## src/rtl/riscdec_pkg.sv

```systemverilog
package riscdec_pkg;

   localparam int OPC_W = 6;
   localparam int FNC_W = 6;

   localparam logic [OPC_W-1:0] OPC_REG  = 6'd0;
   localparam logic [OPC_W-1:0] OPC_JMP  = 6'd2;
   localparam logic [OPC_W-1:0] OPC_BEQ  = 6'd4;
   localparam logic [OPC_W-1:0] OPC_BNE  = 6'd5;
   localparam logic [OPC_W-1:0] OPC_ADDI = 6'd8;
   localparam logic [OPC_W-1:0] OPC_SLTI = 6'd10;
   localparam logic [OPC_W-1:0] OPC_ANDI = 6'd12;
   localparam logic [OPC_W-1:0] OPC_ORI  = 6'd13;
   localparam logic [OPC_W-1:0] OPC_LUI  = 6'd15;
   localparam logic [OPC_W-1:0] OPC_LW   = 6'd35;
   localparam logic [OPC_W-1:0] OPC_SW   = 6'd43;

   localparam logic [FNC_W-1:0] FNC_ADD = 6'd32;
   localparam logic [FNC_W-1:0] FNC_SUB = 6'd34;
   localparam logic [FNC_W-1:0] FNC_SLT = 6'd42;

   typedef enum logic [2:0] {
      ALU_ADD   = 3'd0,
      ALU_SUB   = 3'd1,
      ALU_SLT   = 3'd2,
      ALU_AND   = 3'd3,
      ALU_OR    = 3'd4,
      ALU_PASSB = 3'd5
   } alu_e;

   typedef enum logic [1:0] {
      BR_NONE = 2'd0,
      BR_EQ   = 2'd1,
      BR_NE   = 2'd2
   } br_e;

   typedef enum logic [1:0] {
      DST_NONE = 2'd0,
      DST_RT   = 2'd1,
      DST_RD   = 2'd2
   } dsel_e;

   typedef struct packed {
      alu_e  alu;
      br_e   br;
      dsel_e dsel;
      logic  wr;
      logic  mrd;
      logic  mwr;
      logic  jmp;
      logic  asrc;
      logic  sext;
      logic  upper;
      logic  ill;
   } ctrl_t;

endpackage

```

## src/rtl/riscdec_fields.sv

```systemverilog
module riscdec_fields #(
   parameter int INSTR_W = 32,
   parameter int OP_W    = 6,
   parameter int REG_W   = 5,
   parameter int FUNCT_W = 6,
   parameter int IMM_W   = 16,
   parameter int JADDR_W = 26
) (
   input  logic [INSTR_W-1:0] instr_i,
   output logic [OP_W-1:0]    op_o,
   output logic [REG_W-1:0]   rs_o,
   output logic [REG_W-1:0]   rt_o,
   output logic [REG_W-1:0]   rd_o,
   output logic [REG_W-1:0]   shamt_o,
   output logic [FUNCT_W-1:0] funct_o,
   output logic [IMM_W-1:0]   imm_o,
   output logic [JADDR_W-1:0] jaddr_o
);
   localparam int OP_LSB = INSTR_W - OP_W;
   localparam int RS_LSB = OP_LSB - REG_W;
   localparam int RT_LSB = RS_LSB - REG_W;
   localparam int RD_LSB = RT_LSB - REG_W;
   localparam int SH_LSB = RD_LSB - REG_W;

   assign op_o    = instr_i[OP_LSB +: OP_W];
   assign rs_o    = instr_i[RS_LSB +: REG_W];
   assign rt_o    = instr_i[RT_LSB +: REG_W];
   assign rd_o    = instr_i[RD_LSB +: REG_W];
   assign shamt_o = instr_i[SH_LSB +: REG_W];
   assign funct_o = instr_i[0 +: FUNCT_W];
   assign imm_o   = instr_i[0 +: IMM_W];
   assign jaddr_o = instr_i[0 +: JADDR_W];
endmodule

```

## src/rtl/riscdec_ctrl.sv

```systemverilog
module riscdec_ctrl
   import riscdec_pkg::*;
#(
   parameter int OP_W    = 6,
   parameter int FUNCT_W = 6,
   parameter int SHAMT_W = 5
) (
   input  logic [OP_W-1:0]    op_i,
   input  logic [FUNCT_W-1:0] funct_i,
   input  logic [SHAMT_W-1:0] shamt_i,
   output ctrl_t              ctrl_o
);
   ctrl_t c;
   logic  ok;

   always_comb begin
      c      = '0;
      c.sext = 1'b1;
      ok     = 1'b1;
      case (op_i)
         OPC_REG: begin
            c.dsel = DST_RD;
            c.wr   = 1'b1;
            ok     = (shamt_i == '0);
            case (funct_i)
               FNC_ADD: c.alu = ALU_ADD;
               FNC_SUB: c.alu = ALU_SUB;
               FNC_SLT: c.alu = ALU_SLT;
               default: ok = 1'b0;
            endcase
         end
         OPC_LW: begin
            c.asrc = 1'b1;
            c.dsel = DST_RT;
            c.wr   = 1'b1;
            c.mrd  = 1'b1;
         end
         OPC_SW: begin
            c.asrc = 1'b1;
            c.mwr  = 1'b1;
         end
         OPC_BEQ: begin
            c.alu = ALU_SUB;
            c.br  = BR_EQ;
         end
         OPC_BNE: begin
            c.alu = ALU_SUB;
            c.br  = BR_NE;
         end
         OPC_JMP: c.jmp = 1'b1;
         OPC_ADDI: begin
            c.asrc = 1'b1;
            c.dsel = DST_RT;
            c.wr   = 1'b1;
         end
         OPC_SLTI: begin
            c.alu  = ALU_SLT;
            c.asrc = 1'b1;
            c.dsel = DST_RT;
            c.wr   = 1'b1;
         end
         OPC_ANDI: begin
            c.alu  = ALU_AND;
            c.asrc = 1'b1;
            c.dsel = DST_RT;
            c.wr   = 1'b1;
            c.sext = 1'b0;
         end
         OPC_ORI: begin
            c.alu  = ALU_OR;
            c.asrc = 1'b1;
            c.dsel = DST_RT;
            c.wr   = 1'b1;
            c.sext = 1'b0;
         end
         OPC_LUI: begin
            c.alu   = ALU_PASSB;
            c.asrc  = 1'b1;
            c.dsel  = DST_RT;
            c.wr    = 1'b1;
            c.sext  = 1'b0;
            c.upper = 1'b1;
         end
         default: ok = 1'b0;
      endcase
      if (!ok) begin
         c     = '0;
         c.ill = 1'b1;
      end
      ctrl_o = c;
   end
endmodule

```

## src/rtl/riscdec_immgen.sv

```systemverilog
module riscdec_immgen #(
   parameter int IMM_W     = 16,
   parameter int DATA_W    = 32,
   parameter int EXT_STYLE = 0
) (
   input  logic [IMM_W-1:0]  imm_i,
   input  logic              sext_i,
   input  logic              upper_i,
   output logic [DATA_W-1:0] imm_o
);
   localparam int PAD_W = DATA_W - IMM_W;

   logic [DATA_W-1:0] ext;

   generate
      if (EXT_STYLE == 0) begin : g_concat
         always_comb begin
            if (sext_i && imm_i[IMM_W-1]) ext = {{PAD_W{1'b1}}, imm_i};
            else                          ext = {{PAD_W{1'b0}}, imm_i};
         end
      end else begin : g_shift
         logic signed [DATA_W-1:0] top_aligned;
         assign top_aligned = {imm_i, {PAD_W{1'b0}}};
         always_comb begin
            if (sext_i) ext = top_aligned >>> PAD_W;
            else        ext = top_aligned >> PAD_W;
         end
      end
   endgenerate

   assign imm_o = upper_i ? {imm_i, {PAD_W{1'b0}}} : ext;
endmodule

```

## src/rtl/riscdec_dstsel.sv

```systemverilog
module riscdec_dstsel
   import riscdec_pkg::*;
#(
   parameter int REG_W = 5
) (
   input  dsel_e            dsel_i,
   input  logic             wr_i,
   input  logic [REG_W-1:0] rt_i,
   input  logic [REG_W-1:0] rd_i,
   output logic [REG_W-1:0] dst_o,
   output logic             we_o
);
   always_comb begin
      case (dsel_i)
         DST_RD:  dst_o = rd_i;
         DST_RT:  dst_o = rt_i;
         default: dst_o = '0;
      endcase
   end

   assign we_o = wr_i && (dst_o != '0);
endmodule

```

## src/rtl/riscdec_top.sv

```systemverilog
module riscdec_top
   import riscdec_pkg::*;
#(
   parameter int INSTR_W   = 32,
   parameter int OP_W      = 6,
   parameter int REG_W     = 5,
   parameter int FUNCT_W   = 6,
   parameter int IMM_W     = 16,
   parameter int JADDR_W   = 26,
   parameter int DATA_W    = 32,
   parameter int EXT_STYLE = 0
) (
   input  logic [INSTR_W-1:0] instr_i,
   output logic [REG_W-1:0]   rs_o,
   output logic [REG_W-1:0]   rt_o,
   output logic [REG_W-1:0]   rd_o,
   output logic [REG_W-1:0]   dst_o,
   output logic [DATA_W-1:0]  imm_o,
   output logic [JADDR_W-1:0] jaddr_o,
   output logic [2:0]         alu_op_o,
   output logic               alu_imm_o,
   output logic [1:0]         br_o,
   output logic               jump_o,
   output logic [1:0]         dst_sel_o,
   output logic               reg_we_o,
   output logic               mem_rd_o,
   output logic               mem_wr_o,
   output logic               illegal_o
);
   generate
      if (OP_W != OPC_W || FUNCT_W != FNC_W) begin : g_bad_codes
         $error("riscdec_top: opcode/funct widths must match the code tables");
      end
      if (OP_W + 4 * REG_W + FUNCT_W != INSTR_W) begin : g_bad_rfmt
         $error("riscdec_top: register format does not fill the word");
      end
      if (OP_W + 2 * REG_W + IMM_W != INSTR_W) begin : g_bad_ifmt
         $error("riscdec_top: immediate format does not fill the word");
      end
      if (OP_W + JADDR_W != INSTR_W) begin : g_bad_jfmt
         $error("riscdec_top: jump format does not fill the word");
      end
      if (DATA_W != 2 * IMM_W) begin : g_bad_data
         $error("riscdec_top: upper placement needs DATA_W == 2*IMM_W");
      end
      if (EXT_STYLE != 0 && EXT_STYLE != 1) begin : g_bad_style
         $error("riscdec_top: EXT_STYLE must be 0 or 1");
      end
   endgenerate

   logic [OP_W-1:0]    op;
   logic [REG_W-1:0]   shamt;
   logic [FUNCT_W-1:0] funct;
   logic [IMM_W-1:0]   imm_raw;
   ctrl_t              ctl;

   riscdec_fields #(
      .INSTR_W(INSTR_W), .OP_W(OP_W), .REG_W(REG_W),
      .FUNCT_W(FUNCT_W), .IMM_W(IMM_W), .JADDR_W(JADDR_W)
   ) u_fields (
      .instr_i (instr_i),
      .op_o    (op),
      .rs_o    (rs_o),
      .rt_o    (rt_o),
      .rd_o    (rd_o),
      .shamt_o (shamt),
      .funct_o (funct),
      .imm_o   (imm_raw),
      .jaddr_o (jaddr_o)
   );

   riscdec_ctrl #(
      .OP_W(OP_W), .FUNCT_W(FUNCT_W), .SHAMT_W(REG_W)
   ) u_ctrl (
      .op_i    (op),
      .funct_i (funct),
      .shamt_i (shamt),
      .ctrl_o  (ctl)
   );

   riscdec_immgen #(
      .IMM_W(IMM_W), .DATA_W(DATA_W), .EXT_STYLE(EXT_STYLE)
   ) u_imm (
      .imm_i   (imm_raw),
      .sext_i  (ctl.sext),
      .upper_i (ctl.upper),
      .imm_o   (imm_o)
   );

   riscdec_dstsel #(.REG_W(REG_W)) u_dst (
      .dsel_i (ctl.dsel),
      .wr_i   (ctl.wr),
      .rt_i   (rt_o),
      .rd_i   (rd_o),
      .dst_o  (dst_o),
      .we_o   (reg_we_o)
   );

   assign alu_op_o  = ctl.alu;
   assign alu_imm_o = ctl.asrc;
   assign br_o      = ctl.br;
   assign jump_o    = ctl.jmp;
   assign dst_sel_o = ctl.dsel;
   assign mem_rd_o  = ctl.mrd;
   assign mem_wr_o  = ctl.mwr;
   assign illegal_o = ctl.ill;
endmodule

```

## config.mk

```make
export PLATFORM = sky130hd
export DESIGN_NAME = riscdec_top
export DESIGN_NICKNAME = d
export VERILOG_FILES = /design/src/rtl/riscdec_pkg.sv /design/src/rtl/riscdec_fields.sv /design/src/rtl/riscdec_ctrl.sv /design/src/rtl/riscdec_immgen.sv /design/src/rtl/riscdec_dstsel.sv /design/src/rtl/riscdec_top.sv
export SDC_FILE = /design/constraint.sdc
export NUM_CORES = 1
export LEC_CHECK = 0
export ABC_CLOCK_PERIOD_IN_PS = 3900
export CAP_MARGIN = 10
export CORE_UTILIZATION = 28
export DETAILED_ROUTE_END_ITERATION = 10
export GPL_ROUTABILITY_DRIVEN = 0
export GPL_TIMING_DRIVEN = 0
export MAX_ROUTING_LAYER = met4
export PLACE_DENSITY = 0.86
export SYNTH_ARGS = -nofsm -noshare
export SYNTH_HDL_FRONTEND = slang
export SYNTH_SLANG_ARGS = --single-unit
```

## constraint.sdc

```tcl
create_clock -name vclk -period 3.9
set_input_delay 0.78 -clock vclk [all_inputs]
set_output_delay 0.78 -clock vclk [all_outputs]
set_load 0.1 [all_outputs]
```

# Yosys cells after proc, flatten, opt, wreduce, memory -nomap -nowiden
# Cells that the tools add are included.
[word_totals] register_bits=0 input_bits=32 out_inout_bits=91
[op_classes] n_eq_ne=15 n_mux=16 n_reduce_logical=11
[op_table] cell="32-bit 2-to-1 mux" count=2
[op_table] cell="6-bit by 4-bit equality test with 1-bit output, second input constant" count=5
[op_table] cell="6-bit equality test, second input constant" count=5
[op_table] cell="3-bit one-hot mux with 6 select lines" count=1
[op_table] cell="15-bit 2-to-1 mux" count=1
[op_table] cell="6-bit by 3-bit equality test with 1-bit output, second input constant" count=2
[op_table] cell="5-bit one-hot mux with 2 select lines" count=1
[op_table] cell="10-bit OR reduction" count=1
[op_table] cell="2-bit one-hot mux with 2 select lines" count=2
[op_table] cell="1-bit 2-to-1 mux" count=7
[op_table] cell="7-bit OR reduction" count=1
[op_table] cell="6-bit by 2-bit equality test with 1-bit output, second input constant" count=1
[op_table] cell="6-bit zero test" count=1
[op_table] cell="3-bit one-hot mux with 2 select lines" count=1
[op_table] cell="3-bit OR reduction" count=2
[op_table] cell="6-bit OR reduction" count=1
[op_table] cell="5-bit zero test" count=1
[op_table] cell="5-bit nonzero test" count=1
[op_table] cell="2-bit by 1-bit equality test with 1-bit output, second input constant" count=1
[op_table] cell="2-bit equality test, second input constant" count=1
[op_table] cell="1-bit logical AND" count=2
[op_table] cell="1-bit one-hot mux with 2 select lines" count=1
[op_table] cell="2-bit OR reduction" count=1

# Depth between registers and ports, before layout
[depth] ltp_word=9 ltp_mapped=11 ltp_nobuf=10

# Modules after synthesis
# From an unflattened synthesis, not the netlist that was laid out.
[hier_totals] cells_unflattened=199 area_unflattened_um2=1345.0
[by_module_without_submodules] mod="riscdec_fields" n_inst=1 cells_per_inst=74 area_each_um2=555.5 seq_area_each_um2=0.0
[by_module_without_submodules] mod="riscdec_ctrl" n_inst=1 cells_per_inst=57 area_each_um2=392.9 seq_area_each_um2=0.0
[by_module_without_submodules] mod="riscdec_immgen" n_inst=1 cells_per_inst=52 area_each_um2=292.8 seq_area_each_um2=0.0
[by_module_without_submodules] mod="riscdec_dstsel" n_inst=1 cells_per_inst=16 area_each_um2=103.8 seq_area_each_um2=0.0

# Least setup slack after synthesis
# OpenSTA, ideal clock, no wires.
[synth_path] kind="input port to output port" start="input instr_i[26]" end="output reg_we_o" arrival_ns=5.926 slack_ns=-2.806 cell_stages=10 path_buffers=1 path_cell_list="clkbuf_1 inv_1 nand2_1 a211o_1 a21oi_1 inv_1 ha_1 nor2_1 or4_1 o22a_1"
[synth_between] elab_chain_cells=8
[synth_lines] element="from (decl)" line_no="riscdec_top.sv:13" text="input logic [INSTR_W-1:0] instr_i,"
[synth_lines] element="6-bit by 3-bit equality test with 1-bit output, or another cell as far along" line_no="riscdec_ctrl.sv:20" text="case (op_i)"
[synth_lines] element="10-bit OR reduction (no line) or 6-bit OR reduction (tied branches)"
[synth_lines] element="1-bit one-hot mux with 2 select lines or 3-bit one-hot mux with 2 select lines (tied branches)" line_no="riscdec_ctrl.sv:20"
[synth_lines] element="15-bit 2-to-1 mux *" line_no="riscdec_ctrl.sv:86" text="if (!ok) begin"
[synth_lines] element="named net dst_sel_o[0]" line_no="riscdec_top.sv:24" text="output logic [1:0] dst_sel_o,"
[synth_lines] element="2-bit by 1-bit equality test with 1-bit output or 2-bit equality test (tied branches)" line_no="riscdec_dstsel.sv:14" text="case (dsel_i)"
[synth_lines] element="5-bit one-hot mux with 2 select lines *" line_no="riscdec_dstsel.sv:14"
[synth_lines] element="named net dst_o[1]" line_no="riscdec_top.sv:17" text="output logic [REG_W-1:0] dst_o,"
[synth_lines] element="5-bit nonzero test *" line_no="riscdec_dstsel.sv:21" text="assign we_o = wr_i && (dst_o != '0);"
[synth_lines] element="1-bit logical AND *" line_no="riscdec_dstsel.sv:21"
[synth_lines] element="to (decl)" line_no="riscdec_top.sv:25" text="output logic reg_we_o,"
# The timed path passes the listed nets; every way through them passes the cells marked *.

# Worst setup path after layout
[layout_path] start="input instr_i[7]" end="output reg_we_o"
[layout_between] elab_chain_cells=8
[layout_lines] element="5-bit zero test *" line_no="riscdec_ctrl.sv:24" text="ok = (shamt_i == '0);"
[layout_lines] element="1-bit 2-to-1 mux *" line_no="riscdec_ctrl.sv:25" text="case (funct_i)"
[layout_lines] element="1-bit one-hot mux with 2 select lines *" line_no="riscdec_ctrl.sv:20"
[layout_lines] element="15-bit 2-to-1 mux *" line_no="riscdec_ctrl.sv:86"
[layout_lines] element="2-bit by 1-bit equality test with 1-bit output or 2-bit equality test (tied branches)" line_no="riscdec_dstsel.sv:14"
[layout_lines] element="5-bit one-hot mux with 2 select lines" line_no="riscdec_dstsel.sv:14"
[layout_lines] element="5-bit nonzero test" line_no="riscdec_dstsel.sv:21"
[layout_lines] element="1-bit logical AND *" line_no="riscdec_dstsel.sv:21"
# Mark *: on every way between the ends. The rest lies on a longest branch, timed or not.

==> qor.yml <==
status: "finished with violations"
violations: "setup timing"
post_drt_wl_per_cell_um: 13.01
internal_power_mw: 0.1300
seq_power_share: 0
max-cap-violations: 0
power.share.switching: 0.7486
end_kind: "output pin"
portBuffers: 117
drive_gt1_frac: 0.4624
cp_max_fo: 5
grt_max_degree: 11
hold_viol: 0
totalWireLength_um: 4229
dp_hpwl_um: 3317
worstPathRequired_ns: 3.12
worst_slew_pin_slew_ns: 0.9979
multiInputGateArea_um2: 792.0
die_h_um: 61.98
ir_worst_vdd_mv: 0.1377
p_per_area_mw_per_mm2: 216.5
critPathLaunch: "instr_i[7]"
grt_pass1_vias: 1331
yosysWarnings: 0
finalSetupTns_ns: -0.1728
path_common_cell: "or4_4"
synthesis.nets: 186
crit_type: "input pin to output pin"
pwr-share-clk: 0
fmax_mhz: 245.5
vias: 1537
gr-usage-all-layers: 0.2077
instances_no_fill: 325
avgSynthCellArea_um2: 6.626
grt_pass1_wl_um: 6016
cp-start-kind: "input pin"
synthToLayoutAreaGrowth_pct: 137.1
regArea_um2: 0
cp_slowest_stage_delay_ns: 0.54
grt_setup_unrepaired: "yes"
seq_cells: 0
min_from: "instr_i[7]"
rows: 21
viasPerCell: 4.729
drt_iter0_drc: 40
drv_slew: 0
yosysSeqAreaShare: 0
period_needed_ns: 4.073
synth.cell_area_mm2: 0.001007
fin_crit_sh: 1.044
ys_types: 34
grt_antenna_before_repair: 0
post-route-cell-area_mm2: 0.002389
n_fill_cell: 290
p_sw_mw: 0.3871
hp-class: "input pin to output pin"
placed_cells: 315
nClkBuffers: 0
drc_errors: 0
cp_cell_sequence: "buf_8 > or4_4 > or4_4 > ha_4 > a22oi_2 > nor2_4 > or4_1 > o22a_2 > buf_12"
setup_ws_ns: -0.1728
setup_violations: 1
ioPinCount: 123
gr-total-overflow: 0
antenna_left: 0
critPathSlowestCell: "or4_4"
fp.dieArea_mm2: 0.003841
die_w_um: 61.98
antennaDiodeCount: 0
pwr-share-comb: 1.000
start_util: 0.2972
synthCells: 152
dr.pass1.iters: 4
p_leak_nw: 1.133
worstPathArrival_ns: 3.29
core_mm2: 0.003390
maxSlewHeadroom: 0.3374
fin_nets: 315
dpl_cell_area_mm2: 0.002335
Yosys cell counts (2+ instances only):
cell / count / share of area
inv_1: 5 / 0.019
xnor2_1: 2 / 0.017
nand2_1: 5 / 0.019
clkbuf_1: 7 / 0.026
o22a_1: 2 / 0.017
nor4_1: 7 / 0.043
buf_4: 41 / 0.31
nor2_1: 16 / 0.060
ha_1: 2 / 0.025
a21o_1: 2 / 0.015
a21oi_1: 2 / 0.0099
nand4_1: 2 / 0.012
nor2b_1: 17 / 0.11
or4_1: 2 / 0.015
a21o_2: 14 / 0.12
nor3_1: 2 / 0.0099
a22oi_1: 5 / 0.037
o21ai_0: 3 / 0.015
power groups by stage:
| stage | Clock [mW] | Combinational [mW] | Sequential (mW) |
|---|---|---|---|
| floorplan | 0 | 0.397 | 0 |
| global placement | 0 | 0.519 | 0 |
| detailed placement | 0 | 0.522 | 0 |
| CTS | 0 | 0.512 | 0 |
| global route | 0 | 0.534 | 0 |
| finish | 0 | 0.517 | 0 |
layout by cell type, fill, tap and decap left out, drive strengths merged, types with 3 or more instances in the layout:
master,n
nor2b,17
a21oi,3
nor2,16
nor4,7
clkdlybuf4s50,59
o21ai,3
clkdlybuf4s15,7
inv,4
nand2,5
a21o,16
or4,3
dlygate4sd2,23
a22oi,5
clkbuf,18
buf,67
final timing paths:
kind | to | slack [ns] | cells after the start
max | reg_we_o | -0.17 | 9
min | imm_o[23] | 2.08 | 3
repair_timing:
item | in CTS | in global routing
buffers inserted | 3 | 7
pin swaps | 11 | 14
gates resized for setup | 161 | 47
endpoints found under the setup margin | 50 | 37
hold buffers | 0 | 0
layer usage:
layer  vias up  global-route usage  part of all wire
met3         4             0.01035             0.065
met4         0             0.02857            0.0071
met2        86              0.4043              0.54
met1       700              0.2352              0.38
met5         -                   -                 0
li1        747                   -                 -
critical path, delay by kind of cell:
| kind | cells | cell delay (ns) |
|---|---|---|
| compound gates | 2 | 0.40 |
| fa+ha+maj | 1 | 0.21 |
| buf+inv | 2 | 0.27 |
| simple gates | 4 | 1.63 |
through the flow:
step / util / hold WS [ns] / power, mW / setup slack (ns)
finish: 0.7047 / 2.084 / 0.5171 / -0.1728
global route: 0.7047 / 2.112 / 0.5340 / -0.2201
CTS: 0.6969 / 2.271 / 0.5121 / -0.2426
floorplan: - / 1.661 / 0.3974 / -0.9877
detailed placement: 0.6888 / 2.617 / 0.5215 / -1.667
global placement: 0.6888 / 2.617 / 0.5191 / -1.636
cells by family (layout without fill, tap and decap cells):
logic type / Yosys count / count (layout) / synth area share
AND/OR/NAND/NOR: 60 / 60 / 0.3329
XOR/XNOR: 2 / 2 / 0.01739
adder cells (fa/ha/maj): 2 / 2 / 0.02484
buffers and inverters: 54 / 181 / 0.3615
AO/OA/AOI/OAI: 34 / 34 / 0.2634
cell type report:
cell class	instances	share of cell area
plain buffers	49	0.1535
inverters	5	0.009429
multi-input cells	98	0.3316
repair buffers	127	0.4814
well taps	46	0.02410
No activity file was read; power rests on OpenSTA's default activity.
